==> config.mk <==
export PLATFORM = sky130hd
export DESIGN_NAME = gpio_regbank
export DESIGN_NICKNAME = d
export VERILOG_FILES = /design/src/rtl/gpio_pkg.sv /design/src/rtl/gpio_sync.sv /design/src/rtl/gpio_pin_cell.sv /design/src/rtl/gpio_irq_map.sv /design/src/rtl/gpio_regbank.sv
export SDC_FILE = /design/constraint.sdc
export NUM_CORES = 1
export LEC_CHECK = 0
export CORE_MARGIN = 5
export CORE_UTILIZATION = 26
export DETAILED_ROUTE_END_ITERATION = 10
export REMOVE_ABC_BUFFERS = 1
export SYNTH_ARGS = -nofsm -noshare
export SYNTH_HDL_FRONTEND = slang
export SYNTH_SLANG_ARGS = --single-unit
export TNS_END_PERCENT = 20
==> constraint.sdc <==
create_clock -name clk -period 4.38 [get_ports clk]
set_clock_uncertainty 0.15 [all_clocks]
set_input_delay 0.876 -clock clk [delete_from_list [all_inputs] [get_ports clk]]
set_output_delay 0.876 -clock clk [all_outputs]
set_load 0.1 [all_outputs]
==> src/rtl/gpio_pkg.sv <==
package gpio_pkg;
   localparam int BIT_OUT = 0;
   localparam int BIT_IN  = 1;
   localparam int BIT_OE  = 2;
   typedef logic [7:0] gbyte_t;
endpackage

==> src/rtl/gpio_sync.sv <==
module gpio_sync #(
   parameter int              W       = 36,
   parameter int              STAGES  = 2,
   parameter logic [W-1:0]    RST_VAL = '0
) (
   input  logic         clk,
   input  logic         rst_n,
   input  logic [W-1:0] async_i,
   output logic [W-1:0] sync_o,
   output logic [W-1:0] chg_o
);
   logic [W-1:0] stg [STAGES];
   logic [W-1:0] prev_q;

   generate
      for (genvar s = 0; s < STAGES; s++) begin : g_stage
         if (s == 0) begin : g_first
            always_ff @(posedge clk or negedge rst_n)
               if (!rst_n) stg[s] <= RST_VAL;
               else        stg[s] <= async_i;
         end else begin : g_next
            always_ff @(posedge clk or negedge rst_n)
               if (!rst_n) stg[s] <= RST_VAL;
               else        stg[s] <= stg[s-1];
         end
      end
   endgenerate

   always_ff @(posedge clk or negedge rst_n)
      if (!rst_n) prev_q <= RST_VAL;
      else        prev_q <= stg[STAGES-1];

   assign sync_o = stg[STAGES-1];
   assign chg_o  = stg[STAGES-1] ^ prev_q;
endmodule

==> src/rtl/gpio_pin_cell.sv <==
module gpio_pin_cell
   import gpio_pkg::*;
#(
   parameter gbyte_t RST_BYTE = 8'h00
) (
   input  logic   clk,
   input  logic   rst_n,
   input  logic   wr_en,
   input  gbyte_t wdata,
   input  logic   in_chg,
   input  logic   in_val,
   input  logic   force_hi,
   input  logic   force_lo,
   output gbyte_t reg_q,
   output logic   err_set
);
   gbyte_t nxt;

   always_comb begin
      nxt = reg_q;
      if (in_chg)   nxt[BIT_IN] = in_val;
      if (force_lo) nxt[BIT_IN] = 1'b0;
      if (force_hi) nxt[BIT_IN] = 1'b1;
      if (wr_en) begin
         nxt[7:BIT_OE] = wdata[7:BIT_OE];
         nxt[BIT_OUT]  = wdata[BIT_OUT];
         if (wdata[BIT_OE]) nxt[BIT_IN] = wdata[BIT_OUT];
      end
   end

   always_ff @(posedge clk or negedge rst_n)
      if (!rst_n) reg_q <= RST_BYTE;
      else        reg_q <= nxt;

   assign err_set = in_chg & reg_q[BIT_OE];
endmodule

==> src/rtl/gpio_irq_map.sv <==
module gpio_irq_map #(
   parameter int NUM_IRQ  = 10,
   parameter int LOW_PIN  = 1,
   parameter int HIGH_PIN = 9
) (
   input  logic               clk,
   input  logic               rst_n,
   input  logic [NUM_IRQ-1:0] in_bits,
   output logic [NUM_IRQ-1:0] irq_q
);
   generate
      for (genvar i = 0; i < NUM_IRQ; i++) begin : g_irq
         if (i == LOW_PIN) begin : g_low
            always_ff @(posedge clk or negedge rst_n)
               if (!rst_n) irq_q[i] <= 1'b0;
               else        irq_q[i] <= ~in_bits[i];
         end else if (i == HIGH_PIN) begin : g_high
            always_ff @(posedge clk or negedge rst_n)
               if (!rst_n) irq_q[i] <= 1'b0;
               else        irq_q[i] <= in_bits[i];
         end else begin : g_none
            assign irq_q[i] = 1'b0;
         end
      end
   endgenerate
endmodule

==> src/rtl/gpio_regbank.sv <==
module gpio_regbank
   import gpio_pkg::*;
#(
   parameter int NUM_LEVEL   = 8,
   parameter int NUM_PINS    = 36,
   parameter int WIN_BYTES   = 48,
   parameter int NUM_IRQ     = 10,
   parameter int LOW_PIN     = 1,
   parameter int HIGH_PIN    = 9,
   parameter int SYNC_STAGES = 2,
   parameter int ADDR_W      = $clog2(WIN_BYTES)
) (
   input  logic                   clk,
   input  logic                   rst_n,
   input  logic                   bus_sel,
   input  logic                   bus_wr,
   input  logic [ADDR_W-1:0]      bus_addr,
   input  logic [7:0]             bus_wdata,
   output logic [7:0]             bus_rdata,
   input  logic [NUM_LEVEL*8-1:0] level_vals,
   input  logic [NUM_PINS-1:0]    pin_in,
   input  logic                   nmi_req,
   input  logic                   err_clr,
   output logic [NUM_PINS-1:0]    pin_oe,
   output logic [NUM_PINS-1:0]    pin_out,
   output logic [NUM_IRQ-1:0]     irq_out,
   output logic                   drive_err
);
   localparam int PIN_BASE = NUM_LEVEL;
   localparam int PIN_END  = NUM_LEVEL + NUM_PINS;
   localparam logic [NUM_PINS-1:0] IN_RST = NUM_PINS'(1) << LOW_PIN;

   generate
      if (PIN_END > WIN_BYTES)       begin : g_e0 $error("window too small"); end
      if (NUM_IRQ > NUM_PINS)        begin : g_e1 $error("too many irqs"); end
      if (LOW_PIN >= NUM_IRQ || HIGH_PIN >= NUM_IRQ || LOW_PIN == HIGH_PIN)
                                     begin : g_e2 $error("bad irq pins"); end
      if (SYNC_STAGES < 2)           begin : g_e3 $error("need two sync stages"); end
   endgenerate

   gbyte_t              pin_regs [NUM_PINS];
   logic [NUM_PINS-1:0] in_bits;
   logic [NUM_PINS-1:0] err_vec;
   logic [NUM_PINS-1:0] sync_v;
   logic [NUM_PINS-1:0] chg_v;
   logic                nmi_pend;
   logic                bus_we;

   assign bus_we = bus_sel & bus_wr;

   gpio_sync #(.W(NUM_PINS), .STAGES(SYNC_STAGES), .RST_VAL(IN_RST)) u_sync (
      .clk(clk), .rst_n(rst_n), .async_i(pin_in), .sync_o(sync_v), .chg_o(chg_v));

   always_ff @(posedge clk or negedge rst_n)
      if (!rst_n) nmi_pend <= 1'b0;
      else        nmi_pend <= nmi_req;

   generate
      for (genvar i = 0; i < NUM_PINS; i++) begin : g_pin
         localparam gbyte_t RB = (i == LOW_PIN) ? gbyte_t'(1 << BIT_IN) : gbyte_t'(0);
         logic wr_hit;
         assign wr_hit = bus_we && (bus_addr == ADDR_W'(PIN_BASE + i));
         gpio_pin_cell #(.RST_BYTE(RB)) u_cell (
            .clk(clk), .rst_n(rst_n), .wr_en(wr_hit), .wdata(bus_wdata),
            .in_chg(chg_v[i]), .in_val(sync_v[i]),
            .force_hi((i == HIGH_PIN) ? nmi_req  : 1'b0),
            .force_lo((i == HIGH_PIN) ? nmi_pend : 1'b0),
            .reg_q(pin_regs[i]), .err_set(err_vec[i]));
         assign in_bits[i] = pin_regs[i][BIT_IN];
         assign pin_oe[i]  = pin_regs[i][BIT_OE];
         assign pin_out[i] = pin_regs[i][BIT_OUT];
      end
   endgenerate

   always_ff @(posedge clk or negedge rst_n)
      if (!rst_n)          drive_err <= 1'b0;
      else if (|err_vec)   drive_err <= 1'b1;
      else if (err_clr)    drive_err <= 1'b0;

   gpio_irq_map #(.NUM_IRQ(NUM_IRQ), .LOW_PIN(LOW_PIN), .HIGH_PIN(HIGH_PIN)) u_irq (
      .clk(clk), .rst_n(rst_n), .in_bits(in_bits[NUM_IRQ-1:0]), .irq_q(irq_out));

   always_comb begin
      bus_rdata = '0;
      for (int k = 0; k < NUM_LEVEL; k++)
         if (bus_addr == ADDR_W'(k)) bus_rdata = level_vals[k*8 +: 8];
      for (int k = 0; k < NUM_PINS; k++)
         if (bus_addr == ADDR_W'(PIN_BASE + k)) bus_rdata = pin_regs[k];
   end
endmodule

# Word level (Yosys, flattened, before mapping)
# Index checks and enable logic that the tools add are counted.
[totals]
out_inout_bits = 91
input_bits = 120
regBits = 400
[op_classes]
n_reduce_logical = 39
eq_ne = 43
bitwise = 39
mux = 156
[op_table]
columns = ["op", "count"]
rows = [
  ["8-bit two-way mux", 44],
  ["6-bit by 5-bit == test with 1-bit output, second input constant", 16],
  ["1-bit two-way mux", 76],
  ["6-bit == test, second input constant", 12],
  ["2-bit two-way mux", 36],
  ["6-bit by 4-bit == test with 1-bit output, second input constant", 8],
  ["1-bit bitwise AND", 37],
  ["1-bit logical AND", 36],
  ["36-bit OR reduction", 1],
  ["36-bit XOR", 1],
  ["6-bit by 3-bit == test with 1-bit output, second input constant", 4],
  ["6-bit by 2-bit == test with 1-bit output, second input constant", 2],
  ["6-bit by 1-bit == test with 1-bit output, second input constant", 1],
  ["6-bit zero test", 1],
  ["2-bit nonzero test", 1],
  ["1-bit NOT", 1],
]

# Depth between registers and ports, before layout
[depth]
ltp_word = 45
ltp_mapped = 11
mapped_depth_nobuf = 7

# Hierarchy
# From an unflattened synthesis, not the netlist that was laid out.
[hier_totals]
hier_cells = 1782
hier_area_um2 = 21127.8
[by_module_without_submodules]
columns = ["module", "area_each_um2", "cells_per_inst", "n_inst"]
rows = [
  ["gpio_pin_cell at g_pin[0].u_cell ...", 351.6, 23, 35],
  ["gpio_regbank", 5059.9, 762, 1],
  ["gpio_sync", 3291.9, 180, 1],
  ["gpio_pin_cell at g_pin[1].u_cell", 352.8, 23, 1],
  ["gpio_irq_map", 117.6, 12, 1],
]

# Least setup slack after synthesis
# OpenSTA, ideal clock, no wires.
[synth_path]
path_kind = "input-to-output"
from = "input port bus_addr[2]"
to = "output port bus_rdata[3]"
required_ps = 3354
path_stages = 8
arrival_time_ps = 4347
path_slack_ps = -993
cell_sequence = "buf_2 -> nand4bb_1 -> buf_1 -> o21ai_0 -> a22oi_1 -> o21ai_0 -> a221o_1 -> o21ai_0"
[synth_between]
elab_chain_len = 45
word_cells_on_any_way = 88
classes_between = "eq/ne (43); mux (44); reduce/logical (1)"
[synth_rtl]
columns = ["item", "line_no", "source"]
rows = [
  ["from (decl)", "gpio_regbank.sv:17", "input logic [ADDR_W-1:0] bus_addr,"],
  ["6-bit zero test", "gpio_regbank.sv:86", "if (bus_addr == ADDR_W'(k)) bus_rdata = level_vals[k*8 +: 8];"],
  ["8-bit two-way mux (8 in series)", "gpio_regbank.sv:86", ""],
  ["8-bit two-way mux (35 in series)", "gpio_regbank.sv:88", "if (bus_addr == ADDR_W'(PIN_BASE + k)) bus_rdata = pin_regs[k];"],
  ["8-bit two-way mux *", "gpio_regbank.sv:88", ""],
  ["to (decl)", "gpio_regbank.sv:19", "output logic [7:0] bus_rdata,"],
]
# Every way passes the cells marked *; elsewhere a longest branch is shown, timed or not.

# Worst setup path after layout
[layout_path]
from = "input port bus_addr[3]"
to = "output port bus_rdata[2]"
# Same word-level chain as after synthesis.

==> flow_summary.toml <==
[status]
run_status = "completed"

[layout]
final_common_cell = "dfrtp_1"
drive_above_1_share_pct = 32.0
syn2layout_area_growth_pct = 28.6
multiInputGateArea_mm2 = 0.00856
layout_common_cells = "396 x dfrtp_1, 263 x mux2_2, 207 x buf_4"
ff_latch_area_mm2 = 0.0100
antennaDiodeCount = 0
fin_area_mm2 = 0.0255
fillers = 7570
nNetsFinal = 2144

[floorplan]
die_width_um = 286
start_util_pct = 26.1
pin_count = 211
num_rows = 101
die_y_um = 286
coreArea_mm2 = 0.0758
die_area_mm2 = 0.0818

[placed_design]
place_congestion = 0.890
place_area_mm2 = 0.0239
portBuffers = 201
hpwl_um = 51900

[power_and_ir_drop]
power_leakage_nw = 11.3
ir_drop_mv = 0.231
powerDensity_mw_per_mm2 = 389

[cts]
clock_path_buffers = 3
cts_made_buffers = 44
root_buffer = "clkbuf_16"
tritoncts = "yes"
clock_latency_ns = 0.56
cts_hold_buf = 0
clock_sinks = 400
path_clk_slew_ns = 0.05
h-tree-depth = 2

[drt]
ant_nets = 0
wl_met3_um = 4430
via_count = 15500
drt_iter0_markers = 1450
vias_per_cell = 5.10
routedWlPerCell_um = 23.2
route.met2.wl_um = 33600
wl_um = 70400
m1WireLength_um = 30200
top_layer = "met4"
first_pass_iters = 6
drc_errors = 0

[worst_setup_path]
worstSetupEndpointType = "output pin"
r2r_slack_ns = 2.08
required_ns = 3.35
rr_worst_depth = 5
crit_type = "in -> out"
worstPathArrival_ns = 3.30
crit_path_start_kind = "input pin"
path_max_fanout = 9

[synthesis]
synthFlopType = "dfrtp_1"
synth.avg_cell_area_um2 = 11.4
synth_cell_type_count = 82
synthArstFlopShare_pct = 100
yosysWarnings = 0
synth.yosys.seq_area_share_pct = 50.5
synth-edff-count = 0
ys_seq_elements = 400
synthCells = 1739
synth_area_mm2 = 0.0198

[timing]
setup_viol = 0
setup_tns_ns = 0
fmax_mhz = 231
drv_slew = 0
slew_headroom_pct = 24.6
worstMarginPinSlew_ns = 1.13
rsz0062_at_grt = "true"
fin_hold_ws_ns = 0.195
hold_viol = 0
period_needed_ns = 4.32
fin_crit_sh_pct = 98.7

[global_route]
grt_pass1_wl_um = 105000
gr-total-overflow = 0
track_usage_pct = 16.7
grt_max_degree = 110
grt_pass1_vias = 15800
antenna_found_initial = 1

[hold_path]
hold_path_depth = 0
worstHoldPathType = "reg -> reg"

[run]
drv_cap = 0
## state kept, by name (all words and copies together) (netlist names)
| name | flops |
|---|---|
| g_pin.u_cell.reg_q | 288 |
| u_sync.prev_q | 36 |
| u_sync.stg | 36 |
| u_sync.sync_o | 36 |
| u_irq.irq_q | 2 |
| drive_err | 1 |
| nmi_pend | 1 |
## worst max-delay path: stages
cell and delay, ns:
clkdlybuf4s15_2 0.24, buf_4 0.21, nor4bb_4 0.26, buf_4 0.22
nand2_1 0.06, mux4_2 0.49, nand4_1 0.16, o211ai_1 0.19
a32oi_1 0.26, buf_4 0.16, buf_12 0.17
## stage by stage
step / cells / setup slack (ns) / util, % / total power [W]
2_1_floorplan: 1548 / -1.51 / - / 0.00524
3_3_place_gp: 2955 / -0.499 / 31.5 / 0.00612
3_5_place_dp: 2955 / -0.519 / 31.5 / 0.00615
4_1_cts: 3035 / -0.0393 / 33.5 / 0.00999
5_1_grt: 3035 / -0.0108 / 33.6 / 0.0103
6_report: 3035 / 0.0589 / 33.6 / 0.00990
## final timing paths
check	from	endpoint
min reg2reg	u_sync.stg[45]	u_sync.sync_o[9]
max in group asynchronous	rst_n	g_pin[18].u_cell.reg_q[0]
max	bus_addr[3]	bus_rdata[2]
max reg2reg	u_sync.sync_o[6]	drive_err
min	u_sync.stg[45]	u_sync.sync_o[9]
min in group asynchronous	rst_n	u_sync.stg[45]
## synthesized netlist by cell type, types with 5 or more instances
library cell / count / area (um^2)
xnor2_1: 5 / 43.8
nand2_1: 133 / 499
a211oi_1: 9 / 67.6
dfrtp_1: 396 / 9910
maj3_1: 36 / 360
nand4_1: 5 / 31.3
xor2_1: 31 / 272
inv_1: 53 / 199
buf_4: 89 / 668
o211ai_1: 9 / 67.6
o2111ai_1: 5 / 43.8
nand3_1: 41 / 205
clkbuf_1: 43 / 161
mux4_2: 14 / 315
o31ai_1: 7 / 52.6
o221ai_1: 8 / 70.1
a32oi_1: 8 / 70.1
nor2_1: 65 / 244
a21oi_1: 91 / 455
buf_1: 10 / 37.5
nor3_1: 9 / 45.0
mux2_1: 5 / 56.3
a222oi_1: 5 / 50.1
o21ai_0: 108 / 541
mux2_2: 263 / 2960
nor2b_1: 6 / 37.5
a22oi_1: 26 / 195
nor2_4: 7 / 78.8
a221oi_1: 13 / 114
mux2i_1: 26 / 260
o22ai_1: 35 / 219
nand2b_1: 7 / 43.8
nor2_2: 14 / 87.6
a31oi_1: 11 / 68.8
nand4bb_1: 5 / 56.3
buf_6: 6 / 67.6
buf_2: 49 / 245
## routing by layer
metal,vias up,track usage [%]
li1,6760,-
met1,7967,22.8
met2,612,27.7
met3,135,2.61
met4,0,4.78
met5,-,0
## layout make-up
cell class / instances / area share, %
well taps: 978 / 4.80
inverters: 54 / 0.796
flip-flops and latches: 400 / 39.3
clock inverters: 12 / 0.653
repair buffers: 430 / 15.7
clock buffers: 67 / 5.14
multi-input cells: 1094 / 33.6
## where the power goes
part	internal, W	switching [W]	total [W]
sequential	0.00398	0.000238	0.00422
combinational	0.000686	0.00119	0.00188
clock	0.00229	0.00151	0.00381
## kinds of logic (layout without fill, tap and decap cells)
logic type	count (synthesis)	after routing	synth area share, %
muxes	308	308	18.1
other	1	8	0.0189
xor gates and xnor gates	36	36	1.59
adders and majority gates	36	36	1.82
AOI/OAI and AO/OA	378	378	12.1
and+or+nand+nor	328	328	8.76
DFF	400	400	50.5
buffers and inverters	252	563	7.05
## what timing repair did
item	in CTS	in global routing
pin swaps	10	8
gates resized for setup	38	21
buffers inserted	1	0
setup endpoints to repair	8	8
(Power assumes the default switching activity.)
